File: config.mk
export PLATFORM = sky130hd
export DESIGN_NAME = vec_int_ctrl
export DESIGN_NICKNAME = d
export VERILOG_FILES = /design/src/rtl/vic_pkg.sv /design/src/rtl/vic_mask_gate.sv /design/src/rtl/vic_prio_pick.sv /design/src/rtl/vic_wake_gate.sv /design/src/rtl/vec_int_ctrl.sv
export SDC_FILE = /design/constraint.sdc
export NUM_CORES = 1
export LEC_CHECK = 0
export BUFFER_PORTS_ARGS = -buffer_cell sky130_fd_sc_hd__buf_2
export CAP_MARGIN = 20
export CELL_PAD_IN_SITES_DETAIL_PLACEMENT = 0
export CELL_PAD_IN_SITES_GLOBAL_PLACEMENT = 1
export CORE_UTILIZATION = 28
export CTS_BUF_LIST = sky130_fd_sc_hd__clkbuf_8
export DETAILED_ROUTE_END_ITERATION = 10
export PLACE_DENSITY = 0.76
export SETUP_SLACK_MARGIN = 0.5
export SLEW_MARGIN = 20
export SYNTH_ARGS = -nofsm -noshare
export SYNTH_HDL_FRONTEND = slang
export SYNTH_SLANG_ARGS = --single-unit
File: constraint.sdc
create_clock -name clk -period 1.2 [get_ports clk]
set_input_delay 0.3 -clock clk [delete_from_list [all_inputs] [get_ports clk]]
set_output_delay 0.3 -clock clk [all_outputs]
set_load 0.1 [all_outputs]
File: src/rtl/vic_pkg.sv
package vic_pkg;

    // Number of request slots and derived index width
    localparam int unsigned SRC_N = 16;
    localparam int unsigned IDX_W = $clog2(SRC_N);
    localparam int unsigned VEC_W = 16;

    // Low-power mode encoding seen on lp_mode
    typedef enum logic [1:0] {
        LP_RUN   = 2'b00,
        LP_HALT  = 2'b01,
        LP_AHALT = 2'b10,
        LP_RSVD  = 2'b11
    } lp_mode_e;

    // Registered state of the controller
    typedef struct packed {
        logic             strobe;
        logic [VEC_W-1:0] vec;
        logic             wake;
        logic             cand;
    } vic_state_t;

endpackage

File: src/rtl/vic_mask_gate.sv
module vic_mask_gate #(
    parameter int unsigned NUM_SRC  = 16,
    parameter int unsigned FREE_CNT = 2
) (
    input  logic [NUM_SRC-1:0] req,
    input  logic [1:0]         mask_lvl,
    output logic [NUM_SRC-1:0] elig
);

    // Level 3 blocks every source from FREE_CNT upward
    logic block;
    assign block = (mask_lvl == 2'b11);

    for (genvar g = 0; g < NUM_SRC; g++) begin : g_slot
        if (g < FREE_CNT) begin : g_free
            assign elig[g] = req[g];
        end else begin : g_maskable
            assign elig[g] = req[g] & ~block;
        end
    end

endmodule

File: src/rtl/vic_prio_pick.sv
module vic_prio_pick #(
    parameter int unsigned NUM_SRC = 16,
    localparam int unsigned IDX_W  = $clog2(NUM_SRC)
) (
    input  logic [NUM_SRC-1:0] req,
    output logic               found,
    output logic [IDX_W-1:0]   idx
);

    // Scan from the lowest rank upward; the last hit is the lowest index
    always_comb begin
        found = 1'b0;
        idx   = '0;
        for (int i = NUM_SRC - 1; i >= 0; i--) begin
            if (req[i]) begin
                found = 1'b1;
                idx   = IDX_W'(i);
            end
        end
    end

endmodule

File: src/rtl/vic_wake_gate.sv
module vic_wake_gate
    import vic_pkg::*;
#(
    parameter int unsigned          NUM_SRC  = 16,
    parameter logic [NUM_SRC-1:0]   WAKE_CAP = 16'h83ED,
    parameter int unsigned          SPI_SLOT = 9,
    parameter int unsigned          PWM_SLOT = 15,
    parameter int unsigned          TB_SLOT  = 3
) (
    input  logic [NUM_SRC-1:0] req,
    input  logic [1:0]         lp_mode,
    input  logic               spi_slave,
    input  logic               pwm_extclk,
    output logic               any_wake
);

    logic [NUM_SRC-1:0] halt_ok;
    logic [NUM_SRC-1:0] ahalt_ok;

    for (genvar g = 0; g < NUM_SRC; g++) begin : g_slot
        // Halt: per-source capability plus peripheral mode qualifiers
        if (WAKE_CAP[g] == 1'b0) begin : g_nocap
            assign halt_ok[g] = 1'b0;
        end else if (g == SPI_SLOT) begin : g_spi
            assign halt_ok[g] = req[g] & spi_slave;
        end else if (g == PWM_SLOT) begin : g_pwm
            assign halt_ok[g] = req[g] & pwm_extclk;
        end else begin : g_cap
            assign halt_ok[g] = req[g];
        end

        // Active halt: only reset slot and time-base slot
        if (g == 0 || g == TB_SLOT) begin : g_ah
            assign ahalt_ok[g] = req[g];
        end else begin : g_noah
            assign ahalt_ok[g] = 1'b0;
        end
    end

    always_comb begin
        unique case (lp_mode)
            LP_HALT:  any_wake = |halt_ok;
            LP_AHALT: any_wake = |ahalt_ok;
            default:  any_wake = 1'b0;
        endcase
    end

endmodule

File: src/rtl/vec_int_ctrl.sv
module vec_int_ctrl
    import vic_pkg::*;
#(
    parameter int unsigned          NUM_SRC  = SRC_N,
    parameter int unsigned          FREE_CNT = 2,
    parameter logic [VEC_W-1:0]     VEC_TOP  = 16'hFFFE,
    parameter logic [NUM_SRC-1:0]   WAKE_CAP = 16'h83ED,
    parameter int unsigned          SPI_SLOT = 9,
    parameter int unsigned          PWM_SLOT = 15,
    parameter int unsigned          TB_SLOT  = 3
) (
    input  logic               clk,
    input  logic               rst_n,
    input  logic [NUM_SRC-1:0] irq_req,
    input  logic [1:0]         mask_lvl,
    input  logic [1:0]         lp_mode,
    input  logic               spi_slave,
    input  logic               pwm_extclk,
    input  logic               irq_ack,
    output logic               irq_strobe,
    output logic [VEC_W-1:0]   vec_addr,
    output logic               wake
);

    localparam int unsigned IDX_LW = $clog2(NUM_SRC);

    vic_state_t st_d, st_q;

    logic [NUM_SRC-1:0] elig;
    logic               win_found;
    logic [IDX_LW-1:0]  win_idx;
    logic               wake_any;

    vic_mask_gate #(
        .NUM_SRC  (NUM_SRC),
        .FREE_CNT (FREE_CNT)
    ) u_mask (
        .req      (irq_req),
        .mask_lvl (mask_lvl),
        .elig     (elig)
    );

    vic_prio_pick #(
        .NUM_SRC (NUM_SRC)
    ) u_pick (
        .req   (elig),
        .found (win_found),
        .idx   (win_idx)
    );

    vic_wake_gate #(
        .NUM_SRC  (NUM_SRC),
        .WAKE_CAP (WAKE_CAP),
        .SPI_SLOT (SPI_SLOT),
        .PWM_SLOT (PWM_SLOT),
        .TB_SLOT  (TB_SLOT)
    ) u_wake (
        .req        (irq_req),
        .lp_mode    (lp_mode),
        .spi_slave  (spi_slave),
        .pwm_extclk (pwm_extclk),
        .any_wake   (wake_any)
    );

    // Next-state computation
    always_comb begin
        st_d      = st_q;
        // Wake pulse on the first cycle the condition holds
        st_d.cand = wake_any;
        st_d.wake = wake_any & ~st_q.cand;
        if (st_q.strobe) begin
            // Vector frozen until the CPU takes it
            if (irq_ack) begin
                st_d.strobe = 1'b0;
            end
        end else if (win_found) begin
            st_d.strobe = 1'b1;
            st_d.vec    = VEC_TOP - VEC_W'({win_idx, 1'b0});
        end
    end

    always_ff @(posedge clk or negedge rst_n) begin
        if (!rst_n) begin
            st_q <= '{strobe: 1'b0, vec: VEC_TOP, wake: 1'b0, cand: 1'b0};
        end else begin
            st_q <= st_d;
        end
    end

    assign irq_strobe = st_q.strobe;
    assign vec_addr   = st_q.vec;
    assign wake       = st_q.wake;

endmodule

==> out/results.txt <==
Standard-cell rows -> 16
Htree depth -> 1
Pin count of the biggest net entering global routing -> 8
Total core area -> 2040 um^2
Max Fclk -> 794 MHz
Worst r2r path cells -> 2
Clk slew on worst S/H paths -> 40 ps
FFs w/ async S/R, synth -> 1.00
Metal1 wirelength -> 627 um
Antenna violations before repair -> 0
Most area-hungry cell type in the Yosys netlist -> buf_4
Inserted Diodes -> 0
CP cell instances -> buf_12
Critical path class -> register to primary output
Post-placement cell count -> 147
Critical path origin -> vec_addr[2]
Clk buf depth -> 2
Drt wl/cell -> 10.9 um
Nets@finish -> 159
Vias -> 691
DRT Wirelength -> 1730 um
Share of layout cells above drive strength 1 -> 0.687
Chip height -> 49.5 um
Hold Worst Slack -> 343 ps
Gate power share -> 0.677
GP Congestion -> 0.734
Hold Path Cell Cnt -> 3
Failing checks -> negative setup slack
Seq pwr share -> 0.192
Final hold viol count -> 0
IO Pins -> 43
P_int -> 0.00125 W
Sw Pwr -> 0.00124 W
Critical R2R Launch -> irq_strobe
Post-synth EDFFs -> 0
Worst r2r dst -> vec_addr[2]
Clk pwr share -> 0.131
GR Overflow Total -> 0
Initial DRC count -> 3
Hold Crit Class -> input port to register
Final Skew -> 1.33 ps
Sw frac -> 0.499
Post-route DRC -> 0
Worst path top cell family by delay -> flip-flops
Initial Utilization -> 0.309
DIE AREA -> 2450 um^2
Synth top area share -> 0.190
Final antenna-violating net count -> 0
Critical-path maximum fanout -> 2
Synth Instances -> 81
Met3 WL -> 92 um
Vias per cell -> 4.37
Lkg Pwr -> 0.597 nW
Final core area utilization -> 0.647
Worst path slowest cell -> dfstp_2
Reg2Reg Setup Slack -> 180 ps
Clock sinks -> 7
All-Layer GR Usage -> 0.144
Top sig layer -> met4
Synth Cell Area -> 632 um^2
Post-synthesis cell type count -> 27
Shortest period the worst path allows -> 1260 ps
Crit path DAT -> 960 ps
Crit end category -> primary output
Register area share after synthesis -> 0.285
Critical path buffers and inverters -> 1
Setup ws final -> -60.0 ps
WHS Endpoint -> irq_strobe
Vias in the first global route -> 703
Most frequent cell after synthesis -> buf_4
Ys flop type -> dfstp_2
Final setup vio count -> 5
DR WL met2 -> 967 um
Worst-skew pair later-pin latency -> 230 ps
First-pass GRT wire length -> 2660 um
Synthesis Warnings -> 0
Die Width -> 49.5 um
Max incr delay on CP -> 550 ps
CTS tree -> built
Maximum VDD drop -> 0.00185 V
Synth area leaders -> buf_4, dfstp_2, dfrtp_1, nor2_1, o21ai_0
Clock Root Buffer -> clkbuf_8
Number of I/O port buffers -> 30
Worst Path Required -> 900 ps
Post-DP HPWL -> 1240 um
Syn_area_per_cell -> 7.80 um^2
Pwr/cell area -> 1880 nW/um^2
Startpoint Class -> register
RSZ-0062 raised after global routing -> yes
Yosys reg bits -> 7
Outcome -> finished, violations left
First-pass DRT Iterations -> 2
MaxCap Viol Count -> 0
Area grow syn2layout -> 109%
Max Transition Viols Final -> 0
TritonCTS buffer count -> 3
Tcrit/Tclk final -> 1.05
Post-synth top cells -> buf_4, nor2_1, inv_1
Min-delay src -> irq_ack
Fin cells -> 158
## metal layers
layer,track usage,vias up
met3,0.0278,6
met5,0,-
met1,0.143,305
li1,-,351
met4,0.0857,0
met2,0.274,29
## worst min-delay path: cells and delay by family
family | cells | cell delay [ps]
AOI/OAI and AO/OA | 1 | 100
buffers and inverters | 2 | 140
## logic make-up (layout without fill, tap and decap cells)
family | count (synthesis) | after routing | share of synthesized area
adders and majority gates | 2 | 2 | 0.0396
AOI/OAI and AO/OA | 21 | 21 | 0.212
DFF | 7 | 7 | 0.285
buffers and inverters | 24 | 64 | 0.238
other | 2 | 12 | 0.0119
and+or+nand+nor | 23 | 23 | 0.174
muxes | 2 | 2 | 0.0396
## worst max path at each step
| stage | end | slack, ps | cells past startpoint |
|---|---|---|---|
| detailed placement | vec_addr[2] | -310 | 5 |
| CTS | vec_addr[2] | -70 | 1 |
| finish | vec_addr[2] | -60 | 1 |
| floorplan | vec_addr[2] | -120 | 4 |
| global placement | vec_addr[2] | -280 | 5 |
| global route | vec_addr[2] | -90 | 5 |
## repair_timing
item / CTS / global route
setup buffers: 4 / 2
resized for setup: 44 / 11
endpoints found under the setup margin: 13 / 13
pin swaps: 7 / 1
hold endpoints to repair: 3 / 0
hold buffers: 1 / 0
## through the flow
stage,worst slack (ps),power [W],setup TNS [ps],instance area (um^2)
after floorplan,-121,0.00166,-121,758
after global routing,-89.5,0.00257,-395,1320
after CTS,-68.3,0.00239,-271,1250
final,-60.0,0.00248,-264,1320
after detailed placement,-307,0.00188,-707,975
after global placement,-283,0.00186,-639,975
## power by group through the flow
| stage | clock [W] | combinational, W | sequential (W) |
|---|---|---|---|
| finish | 0.000325 | 0.00168 | 0.000476 |
| global route | 0.000339 | 0.00174 | 0.000488 |
| CTS | 0.000329 | 0.00158 | 0.000474 |
| detailed placement | 0 | 0.00140 | 0.000486 |
| global placement | 0 | 0.00138 | 0.000480 |
| floorplan | 0 | 0.00106 | 0.000598 |
## placed cells by master, fill, tap and decap left out, types with 2 or more instances in the layout
cell type and n:
o21ai_1 2, buf_4 16, a21oi_4 4, o22ai_1 2
nor2_1 3, clkbuf_8 3, conb_1 12, nor2_4 5
buf_8 2, dfstp_2 4, buf_6 12, buf_2 15
o21ai_2 2, buf_12 6, nor2_2 5, inv_1 8
## state kept, by name, summed over array words and instances (netlist names)
register	cells
vec_addr	4
irq_strobe	1
st_q	1
wake	1
## final cells by class
cell class | instances | area, um^2
clock buffer | 3 | 41.3
clock inverter | 1 | 3.75
fill | 181 | 721
inverter | 8 | 30.0
multi-input combinational | 60 | 537
sequential | 7 | 185
tap | 27 | 33.8
timing repair buffer | 52 | 490
(Power assumes the default switching activity.)
